**config.mk**
```make
export PLATFORM = sky130hd
export DESIGN_NAME = charge_unit_irq
export DESIGN_NICKNAME = d
export VERILOG_FILES = /design/src/rtl/charge_unit_irq_pkg.sv /design/src/rtl/cu_sync2.sv /design/src/rtl/cu_low_qual.sv /design/src/rtl/cu_prescaler.sv /design/src/rtl/charge_unit_irq.sv
export SDC_FILE = /design/constraint.sdc
export NUM_CORES = 1
export LEC_CHECK = 0
export CAP_MARGIN = 20
export CORE_MARGIN = 2
export CORE_UTILIZATION = 55
export DETAILED_ROUTE_END_ITERATION = 6
export HOLD_SLACK_MARGIN = 0.02
export PLACE_DENSITY = 0.73
export SLEW_MARGIN = 15
export SYNTH_ARGS = -nofsm -noshare
export SYNTH_HDL_FRONTEND = slang
export SYNTH_SLANG_ARGS = --single-unit
```
**constraint.sdc**
```tcl
create_clock -name clk -period 2.65 [get_ports clk]
set_input_delay 0.53 -clock clk [delete_from_list [all_inputs] [get_ports clk]]
set_output_delay 0.53 -clock clk [all_outputs]
set_load 0.01 [all_outputs]
```
**src/rtl/charge_unit_irq_pkg.sv**
```systemverilog
package charge_unit_irq_pkg;
    // Controller states
    typedef enum logic [2:0] {
        ST_OFF   = 3'd0,   // shutdown or undervoltage held
        ST_INIT  = 3'd1,   // settling interval
        ST_IDLE  = 3'd2,   // counting, interrupt released
        ST_LATCH = 3'd3,   // interrupt low, waiting for qualified clear
        ST_HOLD  = 3'd4    // interrupt low for auto-clear minimum
    } cu_state_e;
endpackage

```
**src/rtl/cu_sync2.sv**
```systemverilog
module cu_sync2 #(
    parameter int W = 1,
    parameter logic [W-1:0] RST_VAL = '0
) (
    input  logic         clk,
    input  logic         rst_n,
    input  logic [W-1:0] d,
    output logic [W-1:0] q
);
    logic [W-1:0] meta_q;

    always_ff @(posedge clk or negedge rst_n) begin
        if (!rst_n) begin
            meta_q <= RST_VAL;
            q      <= RST_VAL;
        end else begin
            meta_q <= d;
            q      <= meta_q;
        end
    end
endmodule

```
**src/rtl/cu_low_qual.sv**
```systemverilog
// One-shot qualifier: hit pulses once when lo has been seen for QUAL_CYC cycles.
module cu_low_qual #(
    parameter int QUAL_CYC = 1000
) (
    input  logic clk,
    input  logic rst_n,
    input  logic lo,
    output logic hit
);
    localparam int QW = $clog2(QUAL_CYC + 1);
    localparam logic [QW-1:0] LAST = QW'(QUAL_CYC - 1);
    localparam logic [QW-1:0] FULL = QW'(QUAL_CYC);

    logic [QW-1:0] run_q;

    always_ff @(posedge clk or negedge rst_n) begin
        if (!rst_n)
            run_q <= '0;
        else if (!lo)
            run_q <= '0;
        else if (run_q != FULL)
            run_q <= run_q + 1'b1;
    end

    assign hit = lo && (run_q == LAST);
endmodule

```
**src/rtl/cu_prescaler.sv**
```systemverilog
// Bidirectional prescaler; reports wraps combinationally for the edge that takes them.
module cu_prescaler #(
    parameter int W = 10
) (
    input  logic         clk,
    input  logic         rst_n,
    input  logic         keep,   // 0 = return to zero at this edge
    input  logic         en,     // events are taken only when set
    input  logic         evt,
    input  logic         up,
    output logic         ovf,
    output logic         unf,
    output logic [W-1:0] cnt
);
    localparam logic [W-1:0] TOP = '1;

    assign ovf = en && evt && up  && (cnt == TOP);
    assign unf = en && evt && !up && (cnt == '0);

    always_ff @(posedge clk or negedge rst_n) begin
        if (!rst_n)
            cnt <= '0;
        else if (!keep)
            cnt <= '0;
        else if (en && evt)
            cnt <= up ? cnt + 1'b1 : cnt - 1'b1;
    end
endmodule

```
**src/rtl/charge_unit_irq.sv**
```systemverilog
module charge_unit_irq
    import charge_unit_irq_pkg::*;
#(
    parameter int CNT_W      = 10,
    parameter int CYC_PER_US = 50,
    parameter int CLR_US     = 20,
    parameter int HOLD_US    = 1,
    parameter int INIT_US    = 5000
) (
    input  logic clk,
    input  logic rst_n,
    input  logic shdn_n,
    input  logic uvlo,
    input  logic auto_clr,
    input  logic rev_evt,
    input  logic rev_chg,
    input  logic clr_n,
    output logic int_n,
    output logic pol,
    output logic out_en,
    output logic lost_unit
);
    localparam int CLR_CYC  = CLR_US * CYC_PER_US;
    localparam int HOLD_CYC = HOLD_US * CYC_PER_US;
    localparam int INIT_CYC = INIT_US * CYC_PER_US;   // assumed >= HOLD_CYC
    localparam int TW       = $clog2(INIT_CYC + 1);
    localparam logic [TW-1:0] INIT_LAST = TW'(INIT_CYC - 1);
    localparam logic [TW-1:0] HOLD_LAST = TW'(HOLD_CYC - 1);

    cu_state_e  state, state_nxt;
    logic [1:0] sync_q;
    logic       shdn_s, clr_s, off_req, clr_ok;
    logic       run, run_nxt, ovf, unf, wrap;
    logic [CNT_W-1:0] cnt_q;
    logic [TW-1:0]    tmr_q;
    logic       pol_q, lost_q;

    cu_sync2 #(.W(2), .RST_VAL(2'b10)) u_sync (
        .clk   (clk),
        .rst_n (rst_n),
        .d     ({clr_n, shdn_n}),
        .q     (sync_q)
    );
    assign shdn_s  = sync_q[0];
    assign clr_s   = sync_q[1];
    assign off_req = !shdn_s || uvlo;

    cu_low_qual #(.QUAL_CYC(CLR_CYC)) u_qual (
        .clk   (clk),
        .rst_n (rst_n),
        .lo    (!clr_s),
        .hit   (clr_ok)
    );

    assign run     = (state == ST_IDLE) || (state == ST_LATCH) || (state == ST_HOLD);
    assign run_nxt = (state_nxt == ST_IDLE) || (state_nxt == ST_LATCH) || (state_nxt == ST_HOLD);

    cu_prescaler #(.W(CNT_W)) u_pre (
        .clk   (clk),
        .rst_n (rst_n),
        .keep  (run_nxt),
        .en    (run),
        .evt   (rev_evt),
        .up    (rev_chg),
        .ovf   (ovf),
        .unf   (unf),
        .cnt   (cnt_q)
    );
    assign wrap = ovf || unf;

    // Next-state decision
    always_comb begin
        state_nxt = state;
        unique case (state)
            ST_OFF:   if (!off_req) state_nxt = ST_INIT;
            ST_INIT:  if (tmr_q == INIT_LAST) state_nxt = ST_IDLE;
            ST_IDLE:  if (wrap) state_nxt = auto_clr ? ST_HOLD : ST_LATCH;
            ST_LATCH: if (clr_ok && !wrap) state_nxt = ST_IDLE;
            ST_HOLD:  if (tmr_q == HOLD_LAST) state_nxt = ST_IDLE;
            default:  state_nxt = ST_OFF;
        endcase
        if (off_req) state_nxt = ST_OFF;
    end

    // State register
    always_ff @(posedge clk or negedge rst_n) begin
        if (!rst_n) state <= ST_OFF;
        else        state <= state_nxt;
    end

    // Timer, polarity latch and missed-unit flag
    always_ff @(posedge clk or negedge rst_n) begin
        if (!rst_n) begin
            tmr_q  <= '0;
            pol_q  <= 1'b1;
            lost_q <= 1'b0;
        end else begin
            if ((state == ST_INIT || state == ST_HOLD) && state_nxt == state)
                tmr_q <= tmr_q + 1'b1;
            else
                tmr_q <= '0;

            if (off_req) begin
                pol_q  <= 1'b1;
                lost_q <= 1'b0;
            end else begin
                unique case (state)
                    ST_OFF, ST_INIT: pol_q <= 1'b1;
                    ST_IDLE:         pol_q <= wrap ? ovf : rev_chg;
                    ST_LATCH: begin
                        if (clr_ok && wrap)      pol_q  <= ovf;
                        else if (clr_ok)         pol_q  <= rev_chg;
                        else if (wrap)           lost_q <= 1'b1;
                    end
                    ST_HOLD: begin
                        if (wrap)                lost_q <= 1'b1;
                        if (tmr_q == HOLD_LAST)  pol_q  <= rev_chg;
                    end
                    default:         pol_q <= 1'b1;
                endcase
            end
        end
    end

    // Outputs
    always_comb begin
        out_en    = run;
        int_n     = !((state == ST_LATCH) || (state == ST_HOLD));
        pol       = run ? pol_q : 1'b1;
        lost_unit = lost_q;
    end
endmodule

```
==> flow_metrics.env <==
export IMPL_fmax_mhz=399
export IMPL_grt_use_total_pct=21.2
export IMPL_cts_tree="done"
export IMPL_finalCritPeriodShare_pct=94.7
export IMPL_grt_pass1_wl_um=9380
export IMPL_fp_dieArea_um2=5640
export IMPL_layout_cells_non_filler=402
export IMPL_post_synth_cell_area_avg_um2=9.28
export IMPL_drt_iter0_drc=154
export IMPL_required_ns=2.84
export IMPL_dp_cells=394
export IMPL_powerDensity_nw_per_um2=390
export IMPL_grt_antenna_before_repair=0
export IMPL_die_y_um=75.1
export IMPL_vias=2259
export IMPL_worstMarginPinSlew_ns=0.606
export IMPL_max_slew_margin_rel_pct=59.6
export IMPL_multi_input_area_um2=1490
export IMPL_area_growth_pct=14.7
export IMPL_async_flop_share_pct=100
export IMPL_synth_edf_count=0
export IMPL_start_util_pct=58.1
export IMPL_cts_sinks=47
export IMPL_wl_per_cell_um=13.7
export IMPL_p_comb_share_pct=6.7
export IMPL_root_buffer="clkbuf_8"
export IMPL_yosysWarnings=0
export IMPL_peakVddDrop_mv=0.438
export IMPL_grt_ovfl_total=0
export IMPL_final_seq_area_um2=1180
export IMPL_critical_path_class="in -> reg"
export IMPL_crit_arrival_ns=2.70
export IMPL_place_area_um2=3090
export IMPL_vias_per_cell=5.62
export IMPL_cts_htree_levels=2
export IMPL_min_period_ns=2.51
export IMPL_clk_latency_ns=0.30
export IMPL_cts_hold_fix_buffers=0
export IMPL_routabilityCongestion=0.818
export IMPL_grt_max_degree=26
export IMPL_ys_ff_latch=47
export IMPL_final_setup_viol_count=0
export IMPL_synth_cells=300
export IMPL_ioPinCount=12
export IMPL_antenna_left=0
export IMPL_stdcell_area_um2=3190
export IMPL_grt_pass1_vias=2138
export IMPL_n_fill_cell=384
export IMPL_layout_drive_gt1_share_pct=13.7
export IMPL_worst_hold_path_type="in -> async"
export IMPL_syn_nets=321
export IMPL_wl_um=5500
export IMPL_slew_viol_final=0
export IMPL_rows=25
export IMPL_cts_buffer_depth=2
export IMPL_start_kind="primary input"
export IMPL_clkPwrFrac_pct=34.1
export IMPL_numCtsBuffers=5
export IMPL_switchingPower_w=0.000296
export IMPL_core_area_um2=4790
export IMPL_portBuffers=11
export IMPL_switching_share_pct=23.8
export IMPL_p_leak_nw=1.32
export IMPL_num_antenna_cells=0
export IMPL_hold_viol=0
export IMPL_drc=0
export IMPL_status="complete, no violations"
export IMPL_dr_pass1_iters=4
export IMPL_syn_area_um2=2780
export IMPL_ys_types=49
export IMPL_intPower_w=0.000949
export IMPL_ys_flop_type="dfrtp_1"
export IMPL_dpl_hpwl_um=4040
export IMPL_rsz0062_at_grt="no"
export IMPL_finalClockSkew_ns=0.00860
export IMPL_path_clk_slew_ns=0.09
export IMPL_die_w_um=75.1
export IMPL_crit_path_max_fanout=4
export IMPL_fin_nets=355
export IMPL_maxCapViolations=0
export IMPL_holdWs_ns=0.226
export IMPL_seqPwrFrac_pct=59.1
export IMPL_crit_path_end_kind="flip-flop"
export IMPL_ys_seq_area_share_pct=42.4
[cell usage after synthesis (all sizes together), types with 4 or more instances]
cell type / number / area share, %
a211oi: 6 / 1.6
a21oi: 18 / 3.2
a31oi: 6 / 1.3
and3: 6 / 1.4
clkbuf: 7 / 1.7
dfrtp: 44 / 40
ha: 12 / 5.4
inv: 13 / 1.8
nand2: 28 / 3.8
nand3: 9 / 1.6
nand4: 13 / 2.9
nor2: 44 / 5.9
nor3: 6 / 1.1
nor4: 4 / 0.90
o211ai: 4 / 1.1
o21ai: 5 / 0.90
xnor2: 13 / 4.1
xor2: 14 / 4.4
[critical path, stage by stage]
cell and delay (ns):
clkdlybuf4s50_1 0.48, inv_1 0.08, buf_4 0.14, ha_1 0.28, o21ai_0 0.12, o21bai_1 0.26
nor4_2 0.07, o21ai_1 0.17, mux2i_1 0.21, mux2_2 0.35
[routing by layer]
| layer | GRT usage (%) | up-vias | part of all wire [%] |
|---|---|---|---|
| li1 | - | 1121 | - |
| met1 | 30.5 | 1096 | 51 |
| met2 | 34.0 | 36 | 45 |
| met3 | 4.02 | 6 | 3.2 |
| met4 | 4.09 | 0 | 0.80 |
| met5 | 0 | - | 0 |
[final timing paths]
path | startpoint | end | slack, ns | cells past startpoint
worst max-delay path | rev_chg | u_pre.cnt[9]$_DFFE_PN0P_ | 0.14 | 10
worst min-delay path | rst_n | u_pre.cnt[3]$_DFFE_PN0P_ | 0.23 | 1
worst max register to register | tmr_q[14]$_DFF_PN0_ | tmr_q[9]$_DFF_PN0_ | 0.43 | 6
worst min register to register | u_sync.meta_q[0]$_DFF_PN0_ | u_sync.q[0]$_DFF_PN0_ | 0.36 | 0
max in group asynchronous | rst_n | u_sync.q[1]$_DFF_PN1_ | 1.80 | 2
min in group clk | u_sync.meta_q[0]$_DFF_PN0_ | u_sync.q[0]$_DFF_PN0_ | 0.36 | 0
[power by group through the flow]
stage / combinational, W / sequential, W / clock (W)
after CTS: 0.0000849 / 0.000737 / 0.000435
after floorplan: 0.0000414 / 0.000745 / 0
final: 0.0000840 / 0.000737 / 0.000425
after global routing: 0.0000944 / 0.000739 / 0.000461
after detailed placement: 0.0000846 / 0.000751 / 0
after global placement: 0.0000825 / 0.000750 / 0
[stage by stage]
| step | setup TNS, ns | setup slack (ns) | power [W] | util [%] |
|---|---|---|---|---|
| 2_1_floorplan | 0 | 0.279 | 0.000786 | - |
| 3_3_place_gp | -0.358 | -0.250 | 0.000833 | 64.7 |
| 3_5_place_dp | -0.499 | -0.304 | 0.000835 | 64.7 |
| 4_1_cts | 0 | 0.00783 | 0.00126 | 66.4 |
| 5_1_grt | 0 | 0.00182 | 0.00129 | 66.7 |
| 6_report | 0 | 0.141 | 0.00125 | 66.7 |
[sequential cells by signal, summed over array words and instances, names as in the netlist]
| register | flops |
|---|---|
| tmr_q | 18 |
| u_sync.q | 2 |
| lost_unit | 1 |
| u_sync.meta_q | 2 |
| u_pre.cnt | 10 |
| state | 3 |
| u_qual.run_q | 10 |
| pol_q | 1 |
[logic make-up (layout without fill, tap and decap cells)]
kind of cell               Yosys count  in the layout  share of synthesized area (%)
AOI/OAI and AO/OA                   52             52                           12.5
xor gates and xnor gates            27             27                           8.50
adders and majority gates           13             13                           6.11
buffers and inverters               22             57                           4.54
DFF                                 47             47                           42.4
muxes                                3              3                           1.12
and+or+nand+nor                    136            136                           24.9
[repair_timing]
item / CTS / global route
endpoints found under the setup margin: 0 / 2
setup buffers: 0 / 0
resized for setup: 0 / 3
[layout by cell type (no fill, tap or decap), drive strengths merged, types with 2 or more instances in the layout]
cell           count
nor4b              2
o211ai             4
ha                12
xor2              14
clkdlybuf4s50     10
nor3               6
dfrtp             44
nand4bb            2
o21ai              5
nor2b              3
a211oi             6
or3                2
nor2              44
a21oi             18
xnor2             13
nand2b             3
nand3b             2
nand4             13
nor3b              2
nand2             28
clkbuf             6
inv               13
nand3              9
or4                3
nor4               4
mux2i              2
dfstp              3
and3               6
a21o               3
or3b               2
a31oi              6
o21a               3
buf               26
and2               2
[area by class of cell]
cell class / instances / area share (%)
inverters: 13 / 1.53
clock inverters: 2 / 0.392
clock buffers: 6 / 2.27
well taps: 67 / 2.63
repair buffers: 36 / 9.57
flip-flops and latches: 47 / 37.0
multi-input cells: 231 / 46.6
No activity file was read; power rests on OpenSTA's default activity.
